**src/rtl/sat_dsp_alu.sv**
```systemverilog
module sat_dsp_alu #(
  parameter int W = 32
) (
  input  logic [2:0]   op_i,
  input  logic [W-1:0] opa_i,
  input  logic [W-1:0] opb_i,
  input  logic [W-1:0] acc_i,
  input  logic         sel_a_i,
  input  logic         sel_b_i,
  input  logic         acc_en_i,
  output logic [W-1:0] result_o,
  output logic         q_set_o
);

  localparam int HW = W / 2;
  localparam int PW = W + HW;
  localparam logic [W-1:0] MAXV = {1'b0, {(W-1){1'b1}}};
  localparam logic [W-1:0] MINV = {1'b1, {(W-1){1'b0}}};

  localparam logic [2:0] OP_QADD  = 3'd0;
  localparam logic [2:0] OP_QSUB  = 3'd1;
  localparam logic [2:0] OP_QDADD = 3'd2;
  localparam logic [2:0] OP_QDSUB = 3'd3;
  localparam logic [2:0] OP_MUL16 = 3'd4;
  localparam logic [2:0] OP_MULWH = 3'd5;

  logic         is_sat, is_dbl, is_sub, is_mul;
  logic         dbl_ovf, as_ovf, acc_ovf;
  logic [W-1:0] dbl_val, b_eff, as_raw, as_res;
  logic [HW-1:0] half_a, half_b;
  logic [W-1:0] p16;
  logic [PW-1:0] pwide;
  logic [W-1:0] prod, acc_sum;

  assign is_sat = (op_i[2] == 1'b0);
  assign is_dbl = is_sat && op_i[1];
  assign is_sub = op_i[0];
  assign is_mul = (op_i == OP_MUL16) || (op_i == OP_MULWH);

  assign dbl_ovf = opb_i[W-1] ^ opb_i[W-2];
  assign dbl_val = dbl_ovf ? (opb_i[W-1] ? MINV : MAXV) : {opb_i[W-2:0], 1'b0};
  assign b_eff   = is_dbl ? dbl_val : opb_i;

  assign as_raw = is_sub ? (opa_i - b_eff) : (opa_i + b_eff);
  assign as_ovf = is_sub ? ((opa_i[W-1] != b_eff[W-1]) && (as_raw[W-1] != opa_i[W-1]))
                         : ((opa_i[W-1] == b_eff[W-1]) && (as_raw[W-1] != opa_i[W-1]));
  assign as_res = as_ovf ? (opa_i[W-1] ? MINV : MAXV) : as_raw;

  assign half_a = sel_a_i ? opa_i[W-1:HW] : opa_i[HW-1:0];
  assign half_b = sel_b_i ? opb_i[W-1:HW] : opb_i[HW-1:0];
  assign p16    = W'($signed(half_a) * $signed(half_b));
  assign pwide  = PW'($signed(opa_i) * $signed(half_b));
  assign prod   = (op_i == OP_MUL16) ? p16 : pwide[PW-1:HW];

  assign acc_sum = prod + acc_i;
  assign acc_ovf = (prod[W-1] == acc_i[W-1]) && (acc_sum[W-1] != prod[W-1]);

  always_comb begin
    result_o = '0;
    q_set_o  = 1'b0;
    if (is_sat) begin
      result_o = as_res;
      q_set_o  = as_ovf || (is_dbl && dbl_ovf);
    end else if (is_mul) begin
      result_o = acc_en_i ? acc_sum : prod;
      q_set_o  = acc_en_i && acc_ovf;
    end
  end

  always_comb begin
    if ((op_i == OP_QADD || op_i == OP_QSUB) && q_set_o)
      AST_SAT_CLAMP: assert (result_o == MAXV || result_o == MINV) else $error("clamp value");
    if (op_i == OP_QADD && q_set_o)
      AST_SAT_SIGN: assert (result_o == (opa_i[W-1] ? MINV : MAXV)) else $error("clamp sign");
    if (is_mul && !acc_en_i)
      AST_MUL_NO_Q: assert (!q_set_o) else $error("q without accumulate");
    if (op_i[2:1] == 2'b11)
      AST_UNUSED_OP: assert (result_o == '0 && !q_set_o) else $error("unused op");
    if (op_i == OP_QDADD && !opb_i[W-1] && opb_i[W-2] && !opa_i[W-1])
      AST_DBL_POS_SAT: assert (q_set_o && result_o == MAXV) else $error("doubled sat");
  end

endmodule

```
**config.mk**
```make
export PLATFORM = sky130hd
export DESIGN_NAME = sat_dsp_alu
export DESIGN_NICKNAME = d
export VERILOG_FILES = /design/src/rtl/sat_dsp_alu.sv
export SDC_FILE = /design/constraint.sdc
export NUM_CORES = 2
export LEC_CHECK = 0
export ABC_AREA = 0
export BUFFER_PORTS_ARGS = -buffer_cell sky130_fd_sc_hd__buf_2
export CAP_MARGIN = 20
export CORE_MARGIN = 5
export CORE_UTILIZATION = 45
export DETAILED_ROUTE_END_ITERATION = 8
export PLACE_DENSITY = 0.59
export REMOVE_ABC_BUFFERS = 1
export SETUP_SLACK_MARGIN = 0.1
export SLEW_MARGIN = 15
export SYNTH_ARGS = -nofsm -noshare
export SYNTH_HDL_FRONTEND = slang
export SYNTH_SLANG_ARGS = --single-unit
```
**constraint.sdc**
```tcl
create_clock -name vclk -period 38.4
set_input_delay 7.68 -clock vclk [all_inputs]
set_output_delay 7.68 -clock vclk [all_outputs]
set_load 0.02 [all_outputs]
```
; Yosys cells after proc, flatten, opt, wreduce, memory -nomap -nowiden
; Index checks and enable logic that the tools add are counted.
; Widths: inputs -> output; s select.
[op_classes]
mux = 15
addsub = 3
reduce_logical = 8
n_eq_ne = 7
mul = 2
bitwise_logic = 2
[ops]
columns = operator, count
row1 = $mux 32, 10
row2 = $add 32x32->32, 2
row3 = $mul 32x16->48, 1
row4 = $mul 16x16->32, 1
row5 = $mux 16, 2
row6 = $sub 32x32->32, 1
row7 = $eq 3x3->1 const B, 2
row8 = $logic_and 1x1->1, 6
row9 = $mux 1, 3
row10 = $ne 1x1->1, 3
row11 = $eq 1x1->1, 2
row12 = $logic_or 1x1->1, 2
row13 = $not 1->1, 1
row14 = $xor 1x1->1, 1
[totals]
reg_bits = 0
elab_cells = 37

; Longest topological paths before layout
[depth]
word_depth = 10
mapped_depth = 41
mapped_depth_nobuf = 38

; Worst setup path after synthesis
; OpenSTA, ideal clock, no wires.
[synth_path]
kind = input to output
startpoint = in sel_a_i
endpoint = out result_o[31]
n_path_buf = 4
cell_stages = 37
setup_slack_ns = 14.064
t_required_ns = 30.720
arrival_ns = 16.656
path_cell_list = clkbuf_1 -> buf_1 -> buf_1 -> mux2i_1 -> nor2_1 -> fa_1 -> inv_1 -> fa_1 -> inv_1 -> fa_1 -> inv_1 -> fa_1 -> fa_1 -> inv_1 -> fa_1 -> ha_1 -> clkbuf_1 -> nand2_1 -> or3_1 -> or3_1 -> a31oi_1 -> a31o_2 -> a21oi_1 -> xnor2_1 -> nand2_1 -> o311ai_0 -> or3_1 -> ha_1 -> and3_1 -> o2111ai_1 -> and2_0 -> o311ai_0 -> a41oi_1 -> xnor2_1 -> nand2_1 -> xnor2_1 -> o21ai_0
[synth_via]
elab_chain_cells = 7
[synth_rtl]
columns = item, line
row1 = "start, declared", 8  ; input logic sel_a_i,
row2 = $mux 16 *, 49  ; assign half_a = sel_a_i ? opa_i[W-1:HW] : opa_i[HW-1:0];
row3 = $mul 16x16->32 *, 51  ; assign p16 = W'($signed(half_a) * $signed(half_b));
row4 = $mux 32 *, 53  ; assign prod = (op_i == OP_MUL16) ? p16 : pwide[PW-1:HW];
row5 = $add 32x32->32, 55  ; assign acc_sum = prod + acc_i;
row6 = $mux 32 *, 65  ; result_o = acc_en_i ? acc_sum : prod;
row7 = $mux 32 *, 64  ; end else if (is_mul) begin
row8 = $mux 32 *, 61  ; if (is_sat) begin
row9 = "end, declared", 11  ; output logic [W-1:0] result_o,
; Mark *: on every way between the ends. The rest lies on a longest branch, timed or not.

; Worst setup path in the final report
[layout_path]
startpoint = in sel_b_i
endpoint = out result_o[31]
[layout_via]
elab_chain_cells = 7
[layout_rtl]
columns = item, line
row1 = "start, declared", 9  ; input logic sel_b_i,
row2 = $mux 16 *, 50  ; assign half_b = sel_b_i ? opb_i[W-1:HW] : opb_i[HW-1:0];
row3 = $mul 32x16->48 or $mul 16x16->32 (tied branches), "52, 51"
row4 = $mux 32 *, 53
row5 = $add 32x32->32, 55
row6 = $mux 32 *, 65
row7 = $mux 32 *, 64
row8 = $mux 32 *, 61
; Marks and branches as above.

==> results.toml <==
[sta]
holdWs_ps = 15970
period_needed_ps = 26270
hold_viol_final = 0
slew_violations = 0
fmax_mhz = 38.07
worstMarginPinSlew_ps = 1195
finalCritPeriodShare_pct = 68.41
relSlewSlack_pct = 20.02
rsz0062_at_grt = "no"
setup_violations = 0
fin_setup_tns_ps = 0

[die]
rows = 100
dieArea_um2 = 79880
die_h_um = 282.6
die_width_um = 282.6
ios = 135
initial_core_util_pct = 45.16
core_um2 = 74070

[clock_network]
postCtsSetupRepairBufs = 0
postCtsHoldBufs = 0
ctsResizeCount = 0

[final_layout]
seqCellArea_um2 = 0
seq_cells = 0
fin_nets = 5149
areaGrowthSynthToFinish_pct = 4.665
layout-drive-gt1-share_pct = 6.540
n_clock_buffer = 0

[global_route]
grt_max_degree = 49
antenna_found_initial = 8
grt_pass1_vias = 28800
groute.usage.overall_pct = 28.17
overflow = 0
grt_first_pass_wirelength_um = 172300

[synthesis]
ys_types = 96
yosysSeqAreaShare_pct = 0
yosys_warnings = 0
synthMuxAreaShare_pct = 2.087
syn_inst = 4042
synth_fa_ha_area_share_pct = 54.52
synth_top_family_by_area = "adder cells"
synth_compound_area_share_pct = 10.15
synth_xor_xnor_area_share_pct = 4.179
syn_area_per_cell_um2 = 8.275
syn_area_um2 = 33450
synth-simple-area-share_pct = 16.67

[critical_path]
cp-start-kind = "primary input"
crit_arrival_ps = 18590
cpPeakStageDelay_ps = 610
crit_type = "primary input to primary output"
worst-path-buf-inv = 7
crit_fanout = 32
required_ps = 30720
end_kind = "primary output"
cpMaxStageDelayCell = "o21ai_0"
cpLargestDelayFamily = "compound AO/OA/AOI/OAI gates"

[place]
hpwl_um = 90510
routabilityCongestion = 0.9793
port_buffers = 135

[detailed_routing]
viasPerCell = 5.533
wl_per_cell_um = 22.06
vias = 27720
dr.pass1.iters = 6
antenna_left = 0
drc = 0
drtIter0Drc = 1920
routed_wl_um = 110500

[status]
status = "finished, final reports clean"

[flow_run]
timing.max_cap.violations = 0

[hold_path]
hold_class = "primary input to primary output"
-- per-layer routing --
metal	routed length (µm)	track usage (%)
met4	5640	10.96
met5	17	0
met1	44170	37.74
met3	9160	4.168
met2	51510	46.48
-- Yosys cell counts (8+ instances only) --
cell      count  area share (%)
a31oi_1      17            0.32
a21oi_1     172             2.6
clkbuf_1    160             1.8
a22oi_1       9            0.20
fa_1        749              45
o21bai_1     15            0.34
a211oi_1     16            0.36
o21a_1       18            0.40
nand2_1     570             6.4
nand4_1      16            0.30
or3_1        12            0.22
nor2b_1      75             1.4
nand2b_1     37            0.69
buf_2         8            0.12
xnor2_1      99             2.6
nor3_1       25            0.37
xor2_1       53             1.4
o21ai_0     108             1.6
and2_1      144             2.7
ha_1        259             9.7
and3_1       15            0.28
a21o_1       40            0.90
mux2i_1      36             1.1
buf_1        14            0.16
inv_1       895              10
nor2_1      241             2.7
nand3_1      21            0.31
o211ai_1     22            0.49
a211o_1       8            0.21
mux2_2       28            0.94
-- per-stage QoR --
step | instance area (µm²) | utilization (%) | setup WS (ps) | std cells
after floorplan | 32660 | - | 13050 | 3850
after global placement | 34990 | 47.24 | 12360 | 5005
after detailed placement | 34990 | 47.24 | 12400 | 5005
after CTS | 34990 | 47.24 | 12360 | 5005
after global routing | 35000 | 47.25 | 11560 | 5006
final | 35010 | 47.26 | 12130 | 5010
-- logic make-up (layout without fill, tap and decap cells) --
family / count (synthesis) / in the layout
other: 0 / 4
AND/OR/NAND/NOR: 1206 / 1206
AO/OA/AOI/OAI: 520 / 520
XOR/XNOR: 155 / 155
buffers and inverters: 1088 / 1083
adder cells (fa/ha/maj): 1008 / 1008
multiplexers: 65 / 65
-- layout make-up --
cell class | count | area [µm²]
tap | 969 | 1212
timing repair buffer | 187 | 1066
fill | 7469 | 39060
multi-input combinational | 2954 | 29360
inverter | 896 | 3363
antenna | 4 | 10.01
-- cell usage in the layout (no fill, tap or decap), drive strengths merged, types with 37 or more instances in the layout --
cell type	instances
inv	895
fa	749
nand2	570
ha	259
nor2	241
buf	186
a21oi	172
and2	145
o21ai	109
xnor2	100
nor2b	75
xor2	54
a21o	40
nand2b	40
mux2i	37
-- final timing paths --
kind	startpoint	to	slack (ps)	cells after the start
hold / removal	op_i[1]	result_o[0]	15970	4
setup / recovery	sel_b_i	result_o[31]	12130	35
